--- src/rtl/mc_ctrl_fsm.sv ---
module mc_ctrl_fsm #(
  parameter int OPW = 6,
  parameter int SW  = 4
) (
  input  logic           clk,
  input  logic           rst_n,
  input  logic [OPW-1:0] opcode,
  output logic [SW-1:0]  phase,
  output logic           mem_rd,
  output logic           mem_wr,
  output logic           ir_wr,
  output logic           pc_wr,
  output logic           pc_wr_cond,
  output logic           reg_wr,
  output logic           addr_sel,
  output logic           wb_mem_sel,
  output logic           dst_rd_sel,
  output logic           alu_a_sel,
  output logic [1:0]     alu_b_sel,
  output logic [1:0]     alu_op,
  output logic [1:0]     pc_src
);
  localparam logic [OPW-1:0] OP_RR  = OPW'(6'b000000);
  localparam logic [OPW-1:0] OP_LD  = OPW'(6'b100011);
  localparam logic [OPW-1:0] OP_ST  = OPW'(6'b101011);
  localparam logic [OPW-1:0] OP_BEQ = OPW'(6'b000100);
  localparam logic [OPW-1:0] OP_JMP = OPW'(6'b000010);

  localparam logic [SW-1:0] S_FETCH = SW'(0);
  localparam logic [SW-1:0] S_DEC   = SW'(1);
  localparam logic [SW-1:0] S_ADDR  = SW'(2);
  localparam logic [SW-1:0] S_MRD   = SW'(3);
  localparam logic [SW-1:0] S_LWB   = SW'(4);
  localparam logic [SW-1:0] S_MWR   = SW'(5);
  localparam logic [SW-1:0] S_EXE   = SW'(6);
  localparam logic [SW-1:0] S_RWB   = SW'(7);
  localparam logic [SW-1:0] S_BR    = SW'(8);
  localparam logic [SW-1:0] S_JMP   = SW'(9);

  logic [SW-1:0] cur, nxt;
  logic [15:0]   ctl;

  always_ff @(posedge clk)
    if (!rst_n) cur <= S_FETCH;
    else        cur <= nxt;

  always_comb begin
    nxt = S_FETCH;
    case (cur)
      S_FETCH: nxt = S_DEC;
      S_DEC: case (opcode)
        OP_LD, OP_ST: nxt = S_ADDR;
        OP_RR:        nxt = S_EXE;
        OP_BEQ:       nxt = S_BR;
        OP_JMP:       nxt = S_JMP;
        default:      nxt = S_FETCH;
      endcase
      S_ADDR:  nxt = (opcode == OP_ST) ? S_MWR : (opcode == OP_LD) ? S_MRD : S_FETCH;
      S_MRD:   nxt = S_LWB;
      S_EXE:   nxt = S_RWB;
      default: nxt = S_FETCH;
    endcase
  end

  always_comb
    case (cur)
      S_FETCH: ctl = 16'hB010;
      S_DEC:   ctl = 16'h0030;
      S_ADDR:  ctl = 16'h0060;
      S_MRD:   ctl = 16'h8200;
      S_LWB:   ctl = 16'h0500;
      S_MWR:   ctl = 16'h4200;
      S_EXE:   ctl = 16'h0048;
      S_RWB:   ctl = 16'h0480;
      S_BR:    ctl = 16'h0845;
      S_JMP:   ctl = 16'h1002;
      default: ctl = 16'h0000;
    endcase

  assign phase = cur;
  assign {mem_rd, mem_wr, ir_wr, pc_wr, pc_wr_cond, reg_wr, addr_sel,
          wb_mem_sel, dst_rd_sel, alu_a_sel, alu_b_sel, alu_op, pc_src} = ctl;
endmodule


--- config.mk ---
export PLATFORM = sky130hd
export DESIGN_NAME = mc_ctrl_fsm
export DESIGN_NICKNAME = d
export VERILOG_FILES = /design/src/rtl/mc_ctrl_fsm.sv
export SDC_FILE = /design/constraint.sdc
export NUM_CORES = 1
export LEC_CHECK = 0
export BUFFER_PORTS_ARGS = -buffer_cell sky130_fd_sc_hd__buf_2
export CELL_PAD_IN_SITES_DETAIL_PLACEMENT = 0
export CELL_PAD_IN_SITES_GLOBAL_PLACEMENT = 2
export CORE_MARGIN = 3
export CORE_UTILIZATION = 29
export DETAILED_ROUTE_END_ITERATION = 8
export GPL_TIMING_DRIVEN = 0
export PLACE_DENSITY_LB_ADDON = 0.1
export SLEW_MARGIN = 20
export SYNTH_ARGS = -nofsm -noshare
export SYNTH_HDL_FRONTEND = slang
export SYNTH_SLANG_ARGS = --single-unit
--- constraint.sdc ---
create_clock -name clk -period 2.78 [get_ports clk]
set_input_delay 0.556 -clock clk [delete_from_list [all_inputs] [get_ports clk]]
set_output_delay 0.556 -clock clk [all_outputs]
set_load 0.05 [all_outputs]
Yosys cells after proc, flatten, opt, wreduce, memory -nomap -nowiden
Memory sizes are Yosys's and may differ from the RTL's. A register that Yosys moved wholly into a read port is not among the register bits.
Cells that the tools add are included.
Word-level totals
  register bits: 4
  ROM bits: 256
  input port bits: 8
  memories kept: 1
Memory list
  (no name shown): depth 16, width 16, read ports 1, clocked after Yosys merged registers in 1, write ports 0, RTL line 66  | case (cur)
Operators by class
  equal/unequal tests: 8
  multiplexer cells: 5
  reductions and logical operators: 3
Operators with widths (number)
  case mux 4 bit (5 select lines): 1
  case mux 4 bit (4 select lines): 1
  == test 6 bit, second input constant: 2
  == test 4 x 2 -> 1 bit, second input constant: 2
  == test 6 x 2 -> 1 bit, second input constant: 1
  == test 6 x 3 -> 1 bit, second input constant: 1
  zero test 6 bit: 1
  == test 4 x 1 -> 1 bit, second input constant: 1
  == test 4 x 3 -> 1 bit, second input constant: 1
  zero test 4 bit: 1
  two-way mux 4 bit: 1
  two-way mux 3 bit: 1
  two-way mux 2 bit: 1
  OR reduction 2 bit: 1

Logic depth before layout (Yosys ltp)
Gate-level depths: netlist of run 1.
  depth after elaboration: 5
  mapped depth: 9
  gate-level depth less buffers: 8

Worst setup path after synthesis of run 1
No wires, ideal clock.
  path kind: register to register
  start: register cur[0], in the netlist phase[0]
  end: register, netlist name ctl[6]
  arrival time: 2.449 ns
  required time: 2.659 ns
  path slack: 0.210 ns
  stages on the path, launching flop included: 7
  buffers on the path: 0
  clock period less this slack: 2.570 ns
  cells stage by stage: dfxtp_1 > or4b_4 > or3_4 > a211oi_4 > nand2_1 > ha_1 > mux2_2
Between the ends
  cells in the longest elaborated chain, start to end: 3
  elaborated cells on any way between the ends: 7
Ends and longest elaborated chain
  start: declaration: RTL line 40  | logic [SW-1:0] cur, nxt;
  start signal: assignment: RTL line 45  | else cur <= nxt;
  == test 4 x 3 -> 1 bit, or another cell as far along: RTL line 49  | case (cur)
  case mux 4 bit (5 select lines) (*): RTL line 49
  two-way mux 4 bit (no source line) (*)
Every way passes the cells marked *; elsewhere a longest branch is shown, timed or not.
A chain may end at the register's enable or synchronous reset.

Final worst setup path of run 1
  start: input opcode[3]
  end: register, netlist name ctl[12]
Between the ends
  cells in the longest elaborated chain, start to end: 5
  elaborated cells on any way between the ends: 11
Ends and longest elaborated chain
  start: declaration: RTL line 7  | input logic [OPW-1:0] opcode,
  == test 6 bit: RTL line 51, 58
  OR reduction 2 bit or two-way mux 2 bit (tied branches): RTL line 51, 58
  case mux 4 bit (4 select lines) or two-way mux 3 bit (tied branches): RTL line 51, 58
  case mux 4 bit (5 select lines) (*): RTL line 49
  two-way mux 4 bit (no source line) (*)
Marked as above.

==> results of run 1 <==
layer usage:
| layer | global-route usage | share of wire | vias up |
|---|---|---|---|
| li1 | - | - | 359 |
| met1 | 0.141 | 0.45 | 314 |
| met2 | 0.190 | 0.46 | 17 |
| met3 | 0.0410 | 0.071 | 5 |
| met4 | 0.0475 | 0.014 | 0 |
| met5 | 0 | 0 | - |
cell type report:
type,instances,area share
buffer,4,0.0317
clock buffer,4,0.0340
inverter,5,0.0176
multi-input combinational,56,0.415
sequential,18,0.338
tap,31,0.0364
timing repair buffer,27,0.127
flip-flops by register name, summed over array words and instances (netlist names):
register / count
ctl: 14
phase: 4
cells in the mapped netlist (2+ instances only):
library cell | count | area, µm²
a21o_1 | 3 | 22.5
and2_1 | 3 | 18.8
o21ai_0 | 3 | 15.0
buf_4 | 3 | 22.5
nor3_1 | 3 | 15.0
nand2b_1 | 4 | 25.0
nor2_1 | 3 | 11.3
or3_4 | 2 | 22.5
inv_1 | 4 | 15.0
ha_1 | 4 | 50.1
nor3b_1 | 2 | 15.0
dfxtp_1 | 18 | 360
a21oi_1 | 3 | 15.0
metrics by stage:
step	util	cells	worst slack, ps
2_1_floorplan	-	83	210
3_3_place_gp	0.370	141	23.7
5_1_grt	0.383	145	157
3_5_place_dp	0.370	141	37.7
6_report	0.383	145	347
4_1_cts	0.383	145	318
power by group through the flow:
stage                     sequential [mW]  combinational, mW  clock (mW)
after CTS                           0.269             0.0756       0.164
after global placement              0.275             0.0752           0
after detailed placement            0.275             0.0754           0
after global routing                0.270             0.0818       0.178
after floorplan                     0.300             0.0296           0
final                               0.268             0.0748       0.155
worst min-delay path: cells and delay by family (launching register included):
kind / cells / cell delay (ps)
AOI/OAI and AO/OA: 1 / 60
DFF: 1 / 390
buffers and inverters: 1 / 100
cell families after synthesis:
family | after synthesis | synth area share
simple gates | 28 | 0.237
compound gates | 20 | 0.177
flops | 18 | 0.421
buf+inv | 9 | 0.0614
fa+ha+maj | 4 | 0.0585
xor+xnor | 2 | 0.0205
mux | 2 | 0.0249
worst max-delay path by stage:
stage | from | endpoint | slack [ps] | cells after the start
global route | phase[0]$_SDFF_PN0_ | ctl[12]$_DFF_P_ | 160 | 8
floorplan | phase[0]$_SDFF_PN0_ | ctl[6]$_DFF_P_ | 210 | 6
detailed placement | opcode[3] | ctl[12]$_DFF_P_ | 40 | 9
global placement | opcode[3] | ctl[12]$_DFF_P_ | 20 | 9
CTS | opcode[3] | ctl[12]$_DFF_P_ | 320 | 8
finish | opcode[3] | ctl[12]$_DFF_P_ | 350 | 8
==> metrics.txt, run 1 <==
status=finished, final reports clean; drt via density=4.79; Seq/Total Area, Yosys=0.421; die width=60.3 µm; first drt pass iteration count=3; final wirelength=1830 µm; crit path max-delay cell type=nor4b_1; Yosys reg bits=18; CTS root buf=clkbuf_4; layout cells sized above 1=0.386; CTS tree=done; drt wl/cell=12.6 µm; power per cell area=468 mW/mm²; crit path launch type=input port; Finished Cell Area=0.00107 mm²; htree depth=1; CP cell instances=buf_2 > or4_4 > nor4b_1 > a21o_1 > ha_1 > inv_1 > nor3_1 > o21bai_1; Post-Synthesis Cell Area=856 µm²; fin crit share=0.875; HP Class=flip-flop to flip-flop; Slew @ Worst Pin=712 ps; Switch Pwr=0.130 mW; gr ovfl total=0; Crit Path Max Fanout=5; buffers plus inverters on the worst setup path=2; Register Area=360 µm²; global placement routability congestion=0.721; number of DRC markers in iteration 0=5; global-route wire length before repair=3130 µm; DRT antenna net count=0; Clk pwr share=0.312; later-pin clock latency in the skew report=290 ps; Warnings, synthesis=0; Clock Skew=0.951 ps; Post-Syn Instances=83; DIE AREA=0.00364 mm²; initial antenna violation count=0; vias in the first global route=686; Initial Utilization=0.308; maximum clock frequency=411 MHz; Diodes inserted=0; total number of vias=695; # port buffers=27; Critical Path AT=2660 ps; Critical R2R Launch=phase[0]$_SDFF_PN0_; ys flop type=dfxtp_1; final net count=127; Leak=0.515 nW; Comb power frac=0.150; DPL Wire Length=1480 µm; largest net degree at the start of global routing=11; Setup TNS Final=0 ps; Hold Path Sink=ctl[8]$_SDFF_PP0_; Post-CTS Setup Bufs=0; area grow syn2layout=24.6%; R2R cell count=8; Critical Path Max Stage Delay=620 ps; number of gates resized after CTS=0; DRC=0; Hold Vio Cnt, Final=0; total CTS buffers=3; Syn Nets=95; Post-CTS Hold Fix Bufs=0; fin crit period=2430 ps; post-synth cell types=41; max cap viols=0; max-slew violation count=0; max_slew headroom=0.519; CP Capture Type=flip-flop; asr flop ratio synth=0; FF-to-FF End=ctl[12]$_DFF_P_; multi-input logic area=443 µm²; gr usage total=0.117; Pwr Total=0.499 mW; CTS Buffer Depth=2; CP required=3000 ps; family with the most delay on the worst path=simple AND/OR/NAND/NOR gates; final hold slack=600 ps; # setup viols final=0; core area=0.00278 mm²; Hold Path Depth=2; clk slew on worst S/H paths=100 ps; Top Ports=28; die extent in y=60.3 µm; EDFF count, synth=0; Fillers=305; Net Sw Frac=0.261; Reg power frac=0.538; Syn Area/Cell=10.3 µm²; commonest non-fill, non-tap cell in the layout=buf_2; CTS Sinks=18; Placement Rows=19; Int Power=0.369 mW; critical path class=input port to flip-flop; Peak VDD IR=0.284 mV; RSZ-0062 raised after global routing=false; most frequent cells in the layout=buf_2 (27), dfxtp_1 (18), nand2b_1 (4), inv_1 (4), ha_1 (4); hold_sp=phase[0]$_SDFF_PN0_; Area after DPL=0.00103 mm²; r2r setup slk=350 ps
Power figures use the tool's default switching activity.
==> run 2: changes to the inputs <==
--- a/config.mk
+++ b/config.mk
@@ -5,11 +5,12 @@
 export SDC_FILE = /design/constraint.sdc
 export NUM_CORES = 1
 export LEC_CHECK = 0
+export ABC_AREA = 1
 export BUFFER_PORTS_ARGS = -buffer_cell sky130_fd_sc_hd__buf_2
 export CELL_PAD_IN_SITES_DETAIL_PLACEMENT = 0
 export CELL_PAD_IN_SITES_GLOBAL_PLACEMENT = 2
 export CORE_MARGIN = 3
-export CORE_UTILIZATION = 29
+export CORE_UTILIZATION = 25
 export DETAILED_ROUTE_END_ITERATION = 8
 export GPL_TIMING_DRIVEN = 0
 export PLACE_DENSITY_LB_ADDON = 0.1
==> run 2 against run 1 <==
  * Register-to-register slack improved by 690 ps
  * Critical endpoint unchanged
  * Sequential share of layout area barely moved
  * Critical path type is now flip-flop to flip-flop
  * Die area rose by 12%
  * Combinational power rose by 0.8%
  * Wire length fell by 5.0%
  * Highest routed layer is now met3
  * Non-clock buffer count fell by 2
  * Largest cell class unchanged
  * Largest power group unchanged
==> metrics.txt, run 2 <==
HP Class=input port to flip-flop; crit path max-delay cell type=dfxtp_1; final net count=161 (+27%); r2r setup slk=1040 ps (+690 ps); Diodes inserted=0 (unchanged); Warnings, synthesis=0 (unchanged); CP cell instances=inv_1 > nand2_2 > nor2_2 > o21ai_0 > inv_1 > o21ai_2 > inv_1 > ha_1 > inv_1 > nor2_1 > nand2_1 > nand2_1; CP required=2970 ps (-30 ps); Fillers=346 (+13%); Post-Synthesis Cell Area=838 µm² (-2.0%); gr ovfl total=0 (unchanged); Setup TNS Final=0 ps (unchanged); number of gates resized after CTS=0 (unchanged); die extent in y=63.9 µm (+5.9%); crit path launch type=flip-flop; drt via density=3.76 (-22%); pre-CTS setup slack=866 ps (+828 ps); status=finished, final reports clean; vias in the first global route=733 (+6.9%); Slew @ Worst Pin=312 ps (-401 ps); Finished Cell Area=0.00106 mm² (-0.12%); post-synth cell types=15 (-63%); commonest non-fill, non-tap cell in the layout=buf_2; Yosys top cell by area=dfxtp_1; DRT antenna net count=0 (unchanged); Hold Vio Cnt, Final=0 (unchanged); Critical Path AT=1930 ps (-730 ps); largest net degree at the start of global routing=11 (unchanged); Critical Path Max Stage Delay=390 ps (-230 ps); drt wl/cell=9.05 µm (-28%); CTS root buf=clkbuf_4; global-route wire length before repair=3040 µm (-3.1%); Post-Syn Instances=117 (+41%); Placement Rows=20 (+1); Syn Area/Cell=7.16 µm² (-31%); max_slew headroom=0.790 (+0.272); Area after DPL=0.00103 mm² (-0.12%); die width=63.9 µm (+5.9%); total number of vias=722 (+3.9%); fin crit period=1740 ps (-695 ps); Peak VDD IR=0.313 mV (+10%); DRC=0 (unchanged); RSZ-0062 raised after global routing=false; first drt pass iteration count=3 (unchanged); # port buffers=27 (unchanged); Yosys reg bits=18 (unchanged); fin crit share=0.625 (-0.250); Leak=0.641 nW (+25%); later-pin clock latency in the skew report=290 ps (about the same); layout cells sized above 1=0.297 (-0.0887); final wirelength=1740 µm (-5.0%); buffers plus inverters on the worst setup path=4 (+2); Crit Path Max Fanout=5 (unchanged); Synth area leaders=dfxtp_1 (43%), inv_1 (11%), nand2_1 (11%), nor2_1 (9.4%), ha_1 (6.0%); htree depth=1 (unchanged); ys flop type=dfxtp_1; Final WS setup=1040 ps (+695 ps); clk slew on worst S/H paths=90 ps (about the same); Post-CTS Setup Bufs=0 (unchanged); DIE AREA=0.00408 mm² (+12%); global placement routability congestion=0.757 (+5.1%); family with the most delay on the worst path=compound AO/OA/AOI/OAI gates; commonest cells in the netlist=inv_1 (24), nand2_1 (24), nor2_1 (21); CTS Sinks=18 (unchanged); Seq/Total Area, Yosys=0.430 (+0.00880); CP Capture Type=flip-flop; area grow syn2layout=27.0%; DPL Wire Length=1460 µm (-1.6%); gr usage total=0.0932 (-0.0240); Syn Nets=129 (+36%); initial antenna violation count=0 (unchanged); CTS Buffer Depth=2 (unchanged); max cap viols=0 (unchanged); maximum clock frequency=575 MHz (+40%); max FFs per register=14 (unchanged); critical path class=flip-flop to flip-flop; Clock Skew=1.99 ps (+1.04 ps); max-slew violation count=0 (unchanged); Initial Utilization=0.268 (-0.0397); most frequent cells in the layout=buf_2 (27), inv_1 (24), nand2_1 (24); Top Ports=28 (unchanged); Yosys top cell area share=0.430 (+0.00880); Post-CTS Hold Fix Bufs=0 (unchanged); asr flop ratio synth=0 (unchanged); power per cell area=468 mW/mm² (about the same); number of DRC markers in iteration 0=14 (+9); most frequent CP cell=inv_1; core area=0.00313 mm² (+12%); Pwr Total=0.498 mW (about the same); EDFF count, synth=0 (unchanged); CTS tree=done; # setup viols final=0 (unchanged); total CTS buffers=3 (unchanged)
==> run 2: changes by cell type after synthesis, sizes merged, moves of 3 or more <==
cell | previous run | this run
nand3 | 0 | 12
a21o | 3 | 0
nor3 | 3 | 0
and2 | 3 | 0
nor2 | 4 | 25
nand2 | 1 | 27
nand2b | 4 | 0
inv | 5 | 25
a21oi | 3 | 0
==> run 2: worst paths after layout <==
kind,to,cells past startpoint,startpoint
setup / recovery,ctl[12]$_DFF_P_,12,phase[0]$_SDFF_PN0_
hold / removal,ctl[7]$_SDFF_PP0_,3,rst_n
setup reg to reg,ctl[12]$_DFF_P_,12,phase[0]$_SDFF_PN0_
hold reg to reg,phase[3]$_SDFF_PN0_,4,phase[0]$_SDFF_PN0_
==> run 2: final cells by class <==
| type | count | area (µm²) | area share |
|---|---|---|---|
| flip-flops and latches | 18 | 360 | 0.338 |
| clock buffers | 4 | 36.3 | 0.0341 |
| repair buffers | 27 | 135 | 0.127 |
| inverters | 25 | 93.8 | 0.0881 |
| plain buffers | 2 | 15.0 | 0.0141 |
| multi-input cells | 72 | 369 | 0.347 |
| well taps | 44 | 55.1 | 0.0517 |
==> run 2: metal layers <==
layer | wire length (µm) | vias to the layer above | global-route usage
met3 | 139 | 0 | 0.0404
li1 | - | 408 | -
met4 | 0 | 0 | 0.0216
met5 | 0 | - | 0
met1 | 920 | 290 | 0.120
met2 | 678 | 24 | 0.143
==> run 2: cell families after synthesis <==
group / count (synthesis) / synth area share
adders and majority gates: 4 / 0.0597
buffers and inverters: 27 / 0.130
AOI/OAI and AO/OA: 2 / 0.0164
DFF: 18 / 0.430
and+or+nand+nor: 66 / 0.364
==> run 2: worst min-delay path: stages <==
cell     delay [ps]
buf_2           150
nand3_1          90
nor2_1           40
==> run 2: through the flow <==
step / hold slack, ps / instances / utilization
3_5_place_dp: 716 / 188 / 0.329
5_1_grt: 569 / 192 / 0.340
6_report: 574 / 192 / 0.340
3_3_place_gp: 721 / 188 / 0.329
4_1_cts: 565 / 192 / 0.340
2_1_floorplan: 695 / 117 / -
==> run 2: where the power goes <==
part / leakage [nW] / switching [mW] / internal [mW]
logic: 0.474 / 0.0557 / 0.0197
registers: 0.147 / 0.00276 / 0.265
clock network: 0.0210 / 0.0754 / 0.0798
total: 0.641 / 0.134 / 0.365
==> run 3: changes to the inputs <==
--- a/config.mk
+++ b/config.mk
@@ -5,12 +5,12 @@
 export SDC_FILE = /design/constraint.sdc
 export NUM_CORES = 1
 export LEC_CHECK = 0
-export ABC_AREA = 1
+export ABC_AREA = 0
 export BUFFER_PORTS_ARGS = -buffer_cell sky130_fd_sc_hd__buf_2
 export CELL_PAD_IN_SITES_DETAIL_PLACEMENT = 0
 export CELL_PAD_IN_SITES_GLOBAL_PLACEMENT = 2
 export CORE_MARGIN = 3
-export CORE_UTILIZATION = 25
+export CORE_UTILIZATION = 29
 export DETAILED_ROUTE_END_ITERATION = 8
 export GPL_TIMING_DRIVEN = 0
 export PLACE_DENSITY_LB_ADDON = 0.1
==> constraint.sdc (replaced) <==
create_clock -name clk -period 1.7 [get_ports clk]
set_input_delay 0.34 -clock clk [delete_from_list [all_inputs] [get_ports clk]]
set_output_delay 0.34 -clock clk [all_outputs]
set_load 0.05 [all_outputs]
==> run 3 against run 2 <==
  * The flow now finishes with violations (setup timing)
  * Via count rose by 5.1%
  * Sequential power rose by 62%
  * Wire length rose by 22%
==> metrics.txt, run 3 (synthesis results as in run 1) <==
area grow syn2layout=51.0%; buffers plus inverters on the worst setup path=1 (-3); final net count=140 (-13%); clk slew on worst S/H paths=90 ps (about the same); gr usage total=0.125 (+0.0319); max cap viols=0 (unchanged); CP Capture Type=flip-flop; crit path max-delay cell type=or4b_4; Diodes inserted=0 (unchanged); total CTS buffers=3 (unchanged); Slew @ Worst Pin=473 ps (+162 ps); RSZ-0062 raised after global routing=true; critical path class=flip-flop to flip-flop; CTS root buf=clkbuf_4; die extent in y=60.3 µm (-5.6%); max-slew violation count=0 (unchanged); Post-CTS Hold Fix Bufs=0 (unchanged); final hold slack=467 ps (-107 ps); fin crit period=2170 ps (+428 ps); Net Sw Frac=0.286 (+0.0171); largest net degree at the start of global routing=11 (unchanged); CP required=1890 ps (-1080 ps); crit path launch type=flip-flop; drt via density=4.80 (+28%); Hold Vio Cnt, Final=0 (unchanged); htree depth=1 (unchanged); most frequent cells in the layout=buf_2 (27), buf_4 (14), dfxtp_1 (14); DPL Wire Length=1460 µm (-0.33%); later-pin clock latency in the skew report=290 ps (about the same); DIE AREA=0.00364 mm² (-11%); CP cell instances=or4b_4 > or3_4 > a211oi_4 > nand2_2 > ha_2 > inv_2 > nor3_2 > o21bai_1; r2r setup slk=-470 ps (-1510 ps); placed insts=141 (-25%); Finished Cell Area=0.00129 mm² (+21%); Placement Rows=19 (-5.0%); max FFs per register=14 (unchanged); Peak VDD IR=0.611 mV (+95%); max_slew headroom=0.684 (-0.106); CTS Buffer Depth=2 (unchanged); commonest non-fill, non-tap cell in the layout=buf_2; Clock Skew=0.638 ps (-1.35 ps); CTS tree=done; CTS Sinks=18 (unchanged); total number of vias=759 (+5.1%); Int Power=0.572 mW (+57%); number of DRC markers in iteration 0=12 (-2); DRT antenna net count=0 (unchanged); power per cell area=619 mW/mm² (+32%); Critical Path AT=2350 ps (+420 ps); initial antenna violation count=0 (unchanged); family with the most delay on the worst path=simple AND/OR/NAND/NOR gates; Comb power frac=0.195 (+0.044); core area=0.00278 mm² (-11%); final wirelength=2120 µm (+22%); layout cells sized above 1=0.622 (+0.325); Initial Utilization=0.308 (+0.0397); Area after DPL=0.00105 mm² (+1.7%); Final Non-Filler Cells=158 (-18%); global placement routability congestion=0.722 (-4.6%); DRC=0 (unchanged); global-route wire length before repair=3390 µm (+12%); Setup TNS Final=-5540 ps (-5540 ps); drt wl/cell=13.4 µm (+49%); Clk pwr share=0.264 (-0.047); die width=60.3 µm (-5.6%); fin crit share=1.27 (+0.649); HP Class=input port to flip-flop; first drt pass iteration count=3 (unchanged); Top Ports=28 (unchanged); vias in the first global route=761 (+3.8%); gr ovfl total=0 (unchanged); maximum clock frequency=462 MHz (-20%); final core utilization=0.465 (+0.124); failing checks=setup timing; status=finished, violations left; Leak=0.602 nW (-6.1%); Crit Path Max Fanout=3 (-2); # setup viols final=16 (+16); # port buffers=27 (unchanged); Final WS setup=-466 ps (-1510 ps); Reg power frac=0.542 (+0.005); Critical Path Max Stage Delay=480 ps (+90 ps); Switch Pwr=0.229 mW (+71%)
## run 3: area by class of cell
class	count	area [µm²]
Sequential cell	18	373
Fill cell	269	1490
Clock inverter	1	3.75
Multi-Input combinational cell	56	562
Tap cell	31	38.8
Timing Repair Buffer	42	259
Buffer	2	15.0
Inverter	5	18.8
Clock buffer	3	22.5
## run 3: path summary, 6_finish.rpt
kind	depth (start not counted)	start	end
worst min register to register	2	phase[1]$_SDFF_PN0_	ctl[8]$_SDFF_PP0_
worst max register to register	8	phase[2]$_SDFF_PN0_	ctl[12]$_DFF_P_
worst min-delay path	4	rst_n	ctl[4]$_SDFF_PP0_
worst max-delay path	8	phase[2]$_SDFF_PN0_	ctl[12]$_DFF_P_
## run 3: worst register-to-register path, cell delays in order, from the launching register on
cell      delay, ps
dfxtp_4         360
or4b_4          480
or3_4           350
a211oi_4        290
nand2_2         130
ha_2            210
inv_2            60
nor3_2           40
o21bai_1        150
## run 3: per-stage QoR
| step | worst slack, ps | power, mW |
|---|---|---|
| detailed placement | -815 | 0.571 |
| CTS | -534 | 0.807 |
| global placement | -848 | 0.570 |
| finish | -466 | 0.801 |
| floorplan | -635 | 0.536 |
| global route | -532 | 0.843 |
## run 3: routing by layer
metal	routed length [µm]	vias up	global-route usage
met5	0	-	0
met4	19	0	0.0285
met3	131	5	0.0410
met2	1010	17	0.207
met1	961	352	0.158
li1	-	385	-
## run 3: power groups by stage
stage | Clock, mW | Combinational, mW | Sequential (mW)
floorplan | 0 | 0.0484 | 0.488
global placement | 0 | 0.123 | 0.446
detailed placement | 0 | 0.124 | 0.447
CTS | 0.225 | 0.149 | 0.433
global route | 0.239 | 0.169 | 0.435
finish | 0.211 | 0.156 | 0.434
## run 3: timing repair
| item | in CTS | in global routing |
|---|---|---|
| gates resized for setup | 20 | 10 |
| buffers inserted | 9 | 7 |
| endpoints found under the hold margin | 0 | 0 |
| pin swaps | 7 | 7 |
| setup endpoints to repair | 16 | 17 |
